[src/rtl/vwi_pkg.sv]
package vwi_pkg;
  localparam int OFF_C0   = 0;
  localparam int OFF_C1   = 1;
  localparam int OFF_C2   = 2;
  localparam int OFF_EN   = 3;
  localparam int OFF_LVL  = 4;
  localparam int OFF_STAT = 5;

  // trigger codes as {code2,code1,code0}
  localparam logic [2:0] TRIG_FALL = 3'b000;
  localparam logic [2:0] TRIG_RISE = 3'b001;
  localparam logic [2:0] TRIG_HIGH = 3'b010;
  localparam logic [2:0] TRIG_ANY  = 3'b100;

  function automatic logic trig_hit(logic [2:0] code, logic prev, logic cur);
    case (code)
      TRIG_FALL: trig_hit = prev & ~cur;
      TRIG_RISE: trig_hit = ~prev & cur;
      TRIG_HIGH: trig_hit = cur;
      TRIG_ANY:  trig_hit = prev ^ cur;
      default:   trig_hit = 1'b0;
    endcase
  endfunction
endpackage

[src/rtl/vwi_sync.sv]
module vwi_sync #(
  parameter int DW = 32
) (
  input  logic          clk,
  input  logic          rst,
  input  logic [DW-1:0] d,
  output logic [DW-1:0] q,
  output logic [DW-1:0] q_prev
);
  logic [DW-1:0] meta_q;

  always_ff @(posedge clk) begin
    if (rst) begin
      meta_q <= '0;
      q      <= '0;
      q_prev <= '0;
    end else begin
      meta_q <= d;
      q      <= meta_q;
      q_prev <= q;
    end
  end
endmodule

[src/rtl/vwi_bank.sv]
module vwi_bank
  import vwi_pkg::*;
#(
  parameter int DW = 32
) (
  input  logic          clk,
  input  logic          rst,
  input  logic [DW-1:0] lvl_raw,
  input  logic          wr_en,
  input  logic [2:0]    wr_off,
  input  logic [DW-1:0] wr_data,
  output logic [DW-1:0] c0_q,
  output logic [DW-1:0] c1_q,
  output logic [DW-1:0] c2_q,
  output logic [DW-1:0] en_q,
  output logic [DW-1:0] lvl_q,
  output logic [DW-1:0] stat_q,
  output logic          cap_any
);
  logic [DW-1:0] lvl_prev;
  logic [DW-1:0] cap;
  logic [DW-1:0] clr;

  vwi_sync #(.DW(DW)) sync_i (
    .clk    (clk),
    .rst    (rst),
    .d      (lvl_raw),
    .q      (lvl_q),
    .q_prev (lvl_prev)
  );

  for (genvar i = 0; i < DW; i++) begin : g_bit
    assign cap[i] = en_q[i] & trig_hit({c2_q[i], c1_q[i], c0_q[i]}, lvl_prev[i], lvl_q[i]);
  end

  assign cap_any = |cap;
  assign clr     = (wr_en && wr_off == 3'(OFF_STAT)) ? wr_data : '0;

  always_ff @(posedge clk) begin
    if (rst) begin
      c0_q   <= '0;
      c1_q   <= '0;
      c2_q   <= '0;
      en_q   <= '0;
      stat_q <= '0;
    end else begin
      if (wr_en) begin
        case (wr_off)
          3'(OFF_C0): c0_q <= wr_data;
          3'(OFF_C1): c1_q <= wr_data;
          3'(OFF_C2): c2_q <= wr_data;
          3'(OFF_EN): en_q <= wr_data;
          default: ;
        endcase
      end
      stat_q <= (stat_q & ~clr) | cap;
    end
  end
endmodule

[src/rtl/vw_event_irq_ctrl.sv]
module vw_event_irq_ctrl
  import vwi_pkg::*;
#(
  parameter int DW     = 32,
  parameter int NBANK  = 2,
  parameter int ADDR_W = 5
) (
  input  logic                clk,
  input  logic                rst,
  input  logic [NBANK*DW-1:0] evt_lvl,
  input  logic                bus_sel,
  input  logic                bus_wr,
  input  logic [ADDR_W-1:0]   bus_addr,
  input  logic [DW-1:0]       bus_wdata,
  output logic [DW-1:0]       bus_rdata,
  output logic                irq
);
  localparam int PAGE_W = ADDR_W - 3;

  logic [NBANK-1:0][DW-1:0] c0_v, c1_v, c2_v, en_v, lvl_v, stat_v;
  logic [NBANK-1:0]         cap_v;
  logic [NBANK-1:0]         bank_wr;
  logic [NBANK-1:0]         sum_q;
  logic [NBANK-1:0]         sum_clr;
  logic [DW-1:0]            rd_n;
  logic                     irq_n;
  logic [PAGE_W-1:0]        page;

  assign page = bus_addr[ADDR_W-1:3];

  for (genvar k = 0; k < NBANK; k++) begin : g_bank
    assign bank_wr[k] = bus_sel & bus_wr & (page == PAGE_W'(k + 1));

    vwi_bank #(.DW(DW)) bank_i (
      .clk     (clk),
      .rst     (rst),
      .lvl_raw (evt_lvl[k*DW +: DW]),
      .wr_en   (bank_wr[k]),
      .wr_off  (bus_addr[2:0]),
      .wr_data (bus_wdata),
      .c0_q    (c0_v[k]),
      .c1_q    (c1_v[k]),
      .c2_q    (c2_v[k]),
      .en_q    (en_v[k]),
      .lvl_q   (lvl_v[k]),
      .stat_q  (stat_v[k]),
      .cap_any (cap_v[k])
    );
  end

  assign sum_clr = (bus_sel && bus_wr && bus_addr == '0) ? bus_wdata[NBANK-1:0] : '0;

  always_comb begin
    rd_n  = '0;
    irq_n = 1'b0;
    if (bus_addr == '0) rd_n = DW'(sum_q);
    for (int k = 0; k < NBANK; k++) begin
      irq_n = irq_n | (|(stat_v[k] & en_v[k]));
      if (page == PAGE_W'(k + 1)) begin
        case (bus_addr[2:0])
          3'(OFF_C0):   rd_n = c0_v[k];
          3'(OFF_C1):   rd_n = c1_v[k];
          3'(OFF_C2):   rd_n = c2_v[k];
          3'(OFF_EN):   rd_n = en_v[k];
          3'(OFF_LVL):  rd_n = lvl_v[k];
          3'(OFF_STAT): rd_n = stat_v[k];
          default: ;
        endcase
      end
    end
  end

  always_ff @(posedge clk) begin
    if (rst) begin
      sum_q     <= '0;
      irq       <= 1'b0;
      bus_rdata <= '0;
    end else begin
      sum_q <= (sum_q & ~sum_clr) | cap_v;
      irq   <= irq_n;
      if (bus_sel && !bus_wr) bus_rdata <= rd_n;
    end
  end
endmodule

[config.mk]
export PLATFORM = sky130hd
export DESIGN_NAME = vw_event_irq_ctrl
export DESIGN_NICKNAME = d
export VERILOG_FILES = /design/src/rtl/vwi_pkg.sv /design/src/rtl/vwi_sync.sv /design/src/rtl/vwi_bank.sv /design/src/rtl/vw_event_irq_ctrl.sv
export SDC_FILE = /design/constraint.sdc
export NUM_CORES = 1
export LEC_CHECK = 0
export BUFFER_PORTS_ARGS = -buffer_cell sky130_fd_sc_hd__clkbuf_2
export CORE_ASPECT_RATIO = 0.75
export CORE_MARGIN = 10
export CORE_UTILIZATION = 43
export CTS_CLUSTER_SIZE = 28
export DETAILED_ROUTE_END_ITERATION = 12
export PLACE_DENSITY_LB_ADDON = 0.15
export SYNTH_ARGS = -nofsm -noshare
export SYNTH_HDL_FRONTEND = slang
export SYNTH_SLANG_ARGS = --single-unit
[constraint.sdc]
create_clock -name clk -period 1.8 [get_ports clk]
set_input_delay 0.09 -clock clk [delete_from_list [all_inputs] [get_ports clk]]
set_output_delay 0.09 -clock clk [all_outputs]
set_load 0.02 [all_outputs]
==> flow_results.org, run 1 <==
** Worst setup path
- Together, buffers and inverters on the worst path number 2.
- In this run the critical register-to-register path is launched from g_bank[1].bank_i.sync_i.q_prev[28].
- The critical path is of the reg -> reg type.
- Crit Path Max Fanout :: 2
- Critical path launch point type :: register
- FF-to-FF setup slack :: -0.12 ns
- CP max stage cell :: and4b_2
- Worst-path cell chain :: inv_1 > ha_1 > o21ai_0 > a22oi_1 > a2111oi_2 > buf_4 > a31oi_1 > and4b_2 > a41oi_2
- Counting cells, the worst reg-to-reg path comes to 9.
- The worst setup path is captured at a register.
- In this design, the largest share of critical-path delay is due to compound AO/OA/AOI/OAI gates.
- Critical path data required time :: 2.31 ns
- Largest stage delay on the critical path :: 0.35 ns
- For the worst setup path, the data arrival time is 2.43 ns.
- In this run the critical register-to-register path is captured at sum_q[1].

** Routing
- Routed wire length :: 106,900 microns
- The detailed router placed 25.48k vias in this run.
- Number of antenna-violating nets in the routed design :: 0
- For this block, the initial DRC count from the detailed router was 3,010.
- Using the TritonRoute via totals, the vias-per-cell ratio works out to 5.795.
- Drt wl/cell :: 24.32 microns
- The pre-antenna-repair detailed-routing pass consisted of 6 iterations.
- Residual DRC :: 0

** Placed design
- Total placed instance area :: 0.02931 sq mm
- Dpl hpwl :: 75,390 microns
- I/O Buffers :: 137
- At the end of routability-driven placement, the weighted congestion stood at 0.9933.
- Cell total after placement :: 4,190

** Logic synthesis
- The synthesized design contains 547 register bits.
- After synthesis, the largest area contributor takes up 43.65% of total cell area.
- Top post-synthesis cells by area :: dfxtp_1, nand2_1, a21oi_1, ha_1, a22oi_1
- After synthesis, the mean cell area works out to 8.122 sq um.
- Share of async-settable or async-resettable flops after synthesis :: 0%
- Post-synthesis sequential area ratio :: 43.65%
- Warnings from Yosys :: 0
- Synthesis produced 3,089 cells.
- Post-synthesis cell area :: 0.02509 sq mm
- When the netlist entered floorplanning its net count stood at 3,322.
- Count of different cell masters after synthesis :: 54
- Among all flip-flop cells after synthesis, the most frequent one is dfxtp_1.
- dfxtp_1 takes more of the synthesized area than any other cell.
- The synthesized design contains 0 enable-type register cells.

** Floorplan
- The floorplan step set the die height to 229.2 microns.
- The floorplan step defined a die boundary enclosing 0.06851 sq mm.
- Chip Width :: 298.9 microns
- Core Area :: 0.05763 sq mm
- 138 I/O pins were placed.
- The initial utilization of the core area, before any placement, comes to 43.54%.
- Number of core rows :: 76

** Clocking
- Clock transition at path regs :: 0.07 ns
- Clock tree synthesis inserted a total of 56 buffers.
- The tree is rooted in a clkbuf_16.
- Number of H-tree branching levels :: 2
- Clock latency at the later pin of the worst-skew pair :: 0.63 ns
- TritonCTS clock tree :: yes
- Sinks on the clock net :: 547
- The clock passes through at most 3 buffers.

** Layout
- The finished cells cover 0.03275 sq mm.
- 0 antenna diodes ended up in the layout.
- Relative to the synthesized area, the layout overhead comes to 30.52%.
- Cells with a size suffix above 1 make up 20.90% of the layout.
- Leaving out filler cells and counting taps, the final layout contains 4,397.
- Total number of nets in the final design :: 3,804

** GRT
- The number of antenna violations at the first check in global routing is 2.
- Gr usage total :: 29.83%
- Global routing finished with a remaining overflow of 0.
- First-pass GRT wire length :: 157,500 microns
- Entering global routing, the biggest net connects 79 pins.
- Number of global-route vias before repair :: 24.67k

** STA
- Setup violations remaining at the end of the flow were counted as 2.
- Subtracting the final worst setup slack from the clock period gives 1.924 ns.
- For the pin with the worst max-slew slack, the measured transition is 0.6310 ns.
- Worst relative slew slack :: 57.78%
- Setup repair after global routing could not meet its margin everywhere.
- The max-slew violation count is 0.
- For the final database, setup skew stands at 0.01756 ns.
- Final hold violations :: 0
- Final setup margin :: -0.1242 ns
- Timing would allow up to 0.5197 GHz.
- The worst path uses 106.9% of the clock period.

** Hold path
- Hold WC Path Type :: in -> reg
- In this run the most critical hold path is launched from bus_addr[4].
- Counting instances, the worst hold path has a depth of 5.
- The worst hold path terminates at sum_q[0].

** Pwr
- Peak VDD IR :: 0.7214 mV
- Power comes to 0.02726 W.
- In this run the static leakage power is 12.41 nW.
- Power per standard cell area :: 832.6 mW/mm^2

** Status
- Result of the run :: finished with violations
- Violated checks :: negative setup slack

** Run
- Max-capacitance violation count :: 0
[worst min-delay path: cells and delay by family]
family | cells | cell delay, ns
AND/OR/NAND/NOR | 2 | 0.20
AO/OA/AOI/OAI | 2 | 0.26
buffers and inverters | 1 | 0.16
[metal layers]
layer  GRT usage (%)  vias to the layer above  routed length, microns
li1                -                    11600                       -
met1           40.20                    12329                   45370
met2           46.15                     1322                   46750
met3           6.023                      228                   10550
met4           11.86                        2                    4247
met5               0                        -                      13
[layout make-up]
cell class,count,area (sq um)
multi-input combinational,2196,13120
timing repair buffer,634,5210
inverter,136,510.5
sequential,547,10980
tap,780,975.9
fill,5193,24880
clock inverter,19,242.7
clock buffer,85,1712
[flip-flops by register name, indices dropped and copies added (netlist names), 32 cells and up]
signal	flops
bus_rdata	32
g_bank.bank_i.stat_q	64
g_bank.bank_i.sync_i.meta_q	64
g_bank.bank_i.en_q	64
g_bank.bank_i.c0_q	64
g_bank.bank_i.c2_q	64
g_bank.bank_i.c1_q	64
g_bank.bank_i.sync_i.q	64
g_bank.bank_i.sync_i.q_prev	64
[synth_stat cells, types with 59 or more instances]
cell	count
a21oi_1	405
a22oi_1	119
buf_2	70
clkbuf_1	122
dfxtp_1	547
ha_1	128
inv_1	136
nand2_1	685
nand3_1	83
nor2_1	185
nor2b_1	136
nor4_1	63
o21a_1	59
[cell families (layout without fill, tap and decap cells)]
family                   Yosys count  after routing  synth area share (%)
AO/OA/AOI/OAI                    771            771                 19.51
multiplexers                      56             56                 2.548
adder cells (fa/ha/maj)          128            128                 6.383
buffers and inverters            346            874                 5.885
AND/OR/NAND/NOR                 1241           1241                 22.03
flip-flops                       547            547                 43.65
[how the worst max path moves through the flow]
stage / startpoint / endpoint / slack [ns] / cells after the start
after CTS: g_bank[1].bank_i.sync_i.q[5] / sum_q[1] / -0.13 / 9
final: g_bank[1].bank_i.sync_i.q_prev[28] / sum_q[1] / -0.12 / 9
after global routing: g_bank[1].bank_i.sync_i.q[14] / sum_q[1] / -0.22 / 9
after global placement: g_bank[0].bank_i.en_q[24] / irq / -0.31 / 7
after detailed placement: g_bank[0].bank_i.en_q[24] / irq / -0.29 / 7
after floorplan: g_bank[1].bank_i.sync_i.q_prev[28] / sum_q[1] / 0.03 / 8
[report_power, final]
group | internal [W] | total [W] | switching (W)
combinational | 0.000944 | 0.00232 | 0.00137
clock | 0.00726 | 0.0124 | 0.00517
sequential | 0.0123 | 0.0125 | 0.000173
total | 0.0205 | 0.0273 | 0.00672
[cell usage in the layout (no fill, tap or decap), drive strengths merged, types with 3 or more instances in the layout]
master	n
nand2	685
dfxtp	547
a21oi	405
buf	401
clkbuf	218
nor2	191
inv	138
nor2b	136
ha	128
a22oi	119
dlygate4sd3	100
nand3	83
nor4	64
o21a	59
o2bb2ai	48
a221oi	39
mux2i	38
nor3	38
a22o	19
nand4	16
o22ai	15
o21ai	14
mux2	13
o221ai	12
a211oi	10
o211ai	9
clkinv	9
a221o	8
nand2b	7
a31oi	6
nor3b	6
mux4	5
bufinv	5
a21boi	3
nor4b	3
clkinvlp	3
or2	3
[stage by stage]
step	hold WS, ns	setup WS, ns	setup TNS (ns)	utilization (%)
3_3_place_gp	0.2966	-0.3131	-17.04	50.87
3_5_place_dp	0.3020	-0.2921	-17.06	50.87
5_1_grt	0.1352	-0.2247	-0.3890	56.82
4_1_cts	0.04508	-0.1301	-0.2531	56.33
6_report	0.1187	-0.1242	-0.1984	56.82
2_1_floorplan	0.2182	0.02984	0	-
[timing repair]
item	CTS	global route
gates resized for setup	45	53
endpoints found under the hold margin	380	0
pin swaps	14	10
endpoints found under the setup margin	3	6
buffers inserted	3	0
hold buffers	100	0
(Power assumes the default switching activity.)
==> run 2: changes to the inputs <==
--- a/config.mk
+++ b/config.mk
@@ -12,6 +12,7 @@
 export CTS_CLUSTER_SIZE = 28
 export DETAILED_ROUTE_END_ITERATION = 12
 export PLACE_DENSITY_LB_ADDON = 0.15
+export RECOVER_POWER = 50
 export SYNTH_ARGS = -nofsm -noshare
 export SYNTH_HDL_FRONTEND = slang
 export SYNTH_SLANG_ARGS = --single-unit
==> flow_results.org, run 2 (same netlist as run 1, synthesis figures left out) <==
** Status
- Result of the run: finished with violations (unchanged).
- Violated checks :: negative setup slack (unchanged)

** Pwr
- The proportion of power drawn by combinational gates came to 8.4% (was 8.5%).
- The part of the total power dissipated in sequential elements was 46.0% (was 45.9%).
- Switch share :: 24.64% (about the same)
- The net switching power is 0.006706 W (was 0.006716 W).
- Power per standard cell area :: 835.9 mW/mm^2 (was 832.6 mW/mm^2)
- The internal power consumption came to 0.02051 W (was 0.02055 W).
- The leakage component of the power is 12.22 nW (was 12.41 nW).
- The relative contribution of the clock network to total power is 45.7% (was 45.6%).
- Peak VDD IR :: 0.7062 mV (was 0.7214 mV)

** Clocking
- Number of buffers on the longest clock path :: 3 (unchanged)
- The clock transition at the registers of the reported paths is 0.07 ns (about the same).
- Clock buffer count from CTS :: 56 (unchanged)
- The total number of clock tree sinks was 547 (unchanged).
- TritonCTS clock tree :: yes (unchanged)
- Clock latency at the later pin of the worst-skew pair :: 0.63 ns (about the same)
- The level count of the clock H-tree was 2 (unchanged).
- The root buffer cell was clkbuf_16 (unchanged).

** Worst setup path
- Most Frequent Cell on Critical Path :: nor4_2
- Buffers plus inverters on the worst setup path :: 2 (unchanged)
- The maximum net fanout on the critical path came to 3 (was 2).
- The destination of the worst register-to-register timing path is sum_q[1] (unchanged).
- FF-to-FF setup slack :: -0.09 ns (was -0.12 ns)
- Worst-path cell chain: inv_1 > ha_1 > nor4_2 > a21oi_1 > nand3_2 > nand4_1 > nor4_2 > buf_4 > a41oi_2 (was inv_1 > ha_1 > o21ai_0 > a22oi_1 > a2111oi_2 > buf_4 > a31oi_1 > and4b_2 > a41oi_2).
- CP max stage cell :: dfxtp_1 (was and4b_2)
- Family with the most delay on the worst path :: simple AND/OR/NAND/NOR gates (was compound AO/OA/AOI/OAI gates)
- The path type of the worst setup path is reg -> reg (unchanged).
- Endpoint class of the critical path :: register (unchanged)
- Critical path launch point type :: register (unchanged)
- The largest stage delay on the critical path was 0.35 ns (about the same).
- Critical path data required time :: 2.31 ns (about the same)
- The beginning of the critical path is g_bank[1].bank_i.sync_i.q[14] (was g_bank[1].bank_i.sync_i.q_prev[28]).
- Crit path arrival time :: 2.40 ns (was 2.43 ns)
- Startpoint of the worst register-to-register path :: g_bank[1].bank_i.sync_i.q[14] (was g_bank[1].bank_i.sync_i.q_prev[28])
- Reg2Reg Depth :: 9 (unchanged)

** Placed design
- Pre-CTS WS :: -0.2921 ns (unchanged)
- Cell total after placement :: 4,190 (unchanged)
- The placed standard-cell area was 0.02931 sq mm (unchanged).
- The count of input and output buffers is 137 (unchanged).
- Final estimated routing congestion in global placement :: 0.9933 (unchanged)
- The detailed placer's ending HPWL was 75,390 microns (unchanged).

** GRT
- First-pass GRT wire length :: 157,500 microns (unchanged)
- The number of antenna violations at the first check in global routing is 2 (unchanged).
- Pin count of the biggest net entering global routing :: 79 (unchanged)
- The residual overflow from global routing is 0 (unchanged).
- Gr usage total :: 29.83% (unchanged)
- Number of global-route vias before repair :: 24.67k (unchanged)

** Layout
- Most used cells in the layout excluding fill and tap cells :: nand2_1, dfxtp_1, a21oi_1 (unchanged)
- The growth of design area from synthesis to finish is 29.79% (was 30.52%).
- Design area :: 0.03256 sq mm (was 0.03275 sq mm)
- The register area is 0.01098 sq mm (unchanged).
- Number of cells in the finished layout apart from fillers :: 4,398 (was 4,397)
- The multi-input gate area in the final layout came to 0.01310 sq mm (was 0.01312 sq mm).
- Most common library cell in the layout ignoring fill and taps :: nand2_1 (unchanged)
- Ratio of cells with drive above 1 in the final layout :: 19.63% (was 20.90%)
- The number of nets in the final layout was 3,804 (unchanged).
- The number of fillers in the final layout is 5,245 (was 5,193).
- The utilization after layout came to 56.51% (was 56.82%).

** Hold path
- Hold WC Path Type :: in -> reg (unchanged)
- Hold endpoint :: sum_q[0] (unchanged)
- The number of cells on the worst hold path is 5 (unchanged).
- Start point of the worst hold path :: bus_addr[4] (unchanged)

** Routing
- The number of antenna-violating nets in the routed design is 0 (unchanged).
- The detailed router's first-iteration violation count came to 2,877 (was 3,010).
- The total via count after detailed routing came to 25.54k (was 25.48k).
- Vias per Instance :: 5.808 (was 5.795)
- Drt wl/cell :: 24.33 microns (was 24.32 microns)
- The total detailed-routing wirelength is 107,000 microns (was 106,900 microns).
- Residual DRC :: 0 (unchanged)
- Number of detailed-routing iterations run before antenna repair :: 5 (was 6)

** Floorplan
- The area of the placeable core came to 0.05763 sq mm (unchanged).
- The horizontal extent of the die came to 298.9 microns (unchanged).
- The die outline height came to 229.2 microns (unchanged).
- Top Ports :: 138 (unchanged)
- Number of core rows :: 76 (unchanged)
- Starting utilization of the core area :: 43.54% (unchanged)
- Die outline area :: 0.06851 sq mm (unchanged)

** STA
- The max-slew violation count was 0 (unchanged).
- The number of endpoints failing setup at the final stage is 6 (was 2).
- Fmax achieved :: 0.5293 GHz (was 0.5197 GHz)
- The worst setup skew after layout was 0.01966 ns (was 0.01756 ns).
- Final setup margin :: -0.08926 ns (was -0.1242 ns)
- The tightest slew margin relative to the limit was 16.95% (was 57.78%).
- Unrepaired setup endpoints after global routing: yes (unchanged).
- Final hold violations :: 0 (unchanged)
- The minimum clock period after layout was 1.889 ns (was 1.924 ns).
- The final worst-path cycle share was 105.0% (was 106.9%).
- Actual slew at the worst max-slew pin :: 1.246 ns (was 0.6310 ns)

** Run
- The max-cap violation count is 0 (unchanged).
[run 2: worst reg2reg max path: cells and delay by family (launching register included)]
kind	cells	cell delay, ns
compound gates	2	0.16
buf+inv	2	0.22
fa+ha+maj	1	0.21
flops	1	0.35
simple gates	4	0.83
[run 2: final cells by class]
cell class	count	area share [%]
Tap cell	780	2.997
Clock inverter	19	0.7454
Clock buffer	85	5.256
Timing Repair Buffer	634	15.47
Sequential cell	547	33.72
Multi-Input combinational cell	2196	40.23
Antenna cell	1	0.007685
Inverter	136	1.568
[run 2: worst max-delay path by stage]
stage / endpoint / slack (ns) / depth (start not counted)
finish: sum_q[1] / -0.09 / 9
global route: sum_q[1] / -0.22 / 9
CTS: sum_q[1] / -0.13 / 9
detailed placement: irq / -0.29 / 7
global placement: irq / -0.31 / 7
floorplan: sum_q[1] / 0.03 / 8
[run 2: metal layers]
layer / wire length (microns) / GRT usage (%)
met4: 4852 / 11.86
met5: 13 / 0
met2: 46510 / 46.15
met1: 44720 / 40.20
met3: 10920 / 6.023
[run 2: power by group through the flow]
stage / clock network, W / logic (W) / registers, W
global route: 0.0131 / 0.00241 / 0.0125
CTS: 0.0126 / 0.00225 / 0.0125
finish: 0.0124 / 0.00227 / 0.0125
detailed placement: 0 / 0.00206 / 0.0128
floorplan: 0 / 0.000975 / 0.0128
global placement: 0 / 0.00203 / 0.0128
[run 2: through the flow]
| step | total power [W] | TNS, ns | hold WS [ns] |
|---|---|---|---|
| after floorplan | 0.01373 | 0 | 0.2182 |
| after global placement | 0.01479 | -17.04 | 0.2966 |
| after detailed placement | 0.01484 | -17.06 | 0.3020 |
| after CTS | 0.02733 | -0.2531 | 0.04508 |
| after global routing | 0.02800 | -0.8584 | 0.1352 |
| final | 0.02722 | -0.3920 | 0.1163 |
[run 2: what timing repair did]
item / CTS / global route
gates cloned: 0 / 0
pin swaps: 14 / 10
hold buffers: 100 / 0
endpoints found under the setup margin: 3 / 6
setup buffers: 3 / 0
endpoints found under the hold margin: 380 / 0
resized for setup: 45 / 53
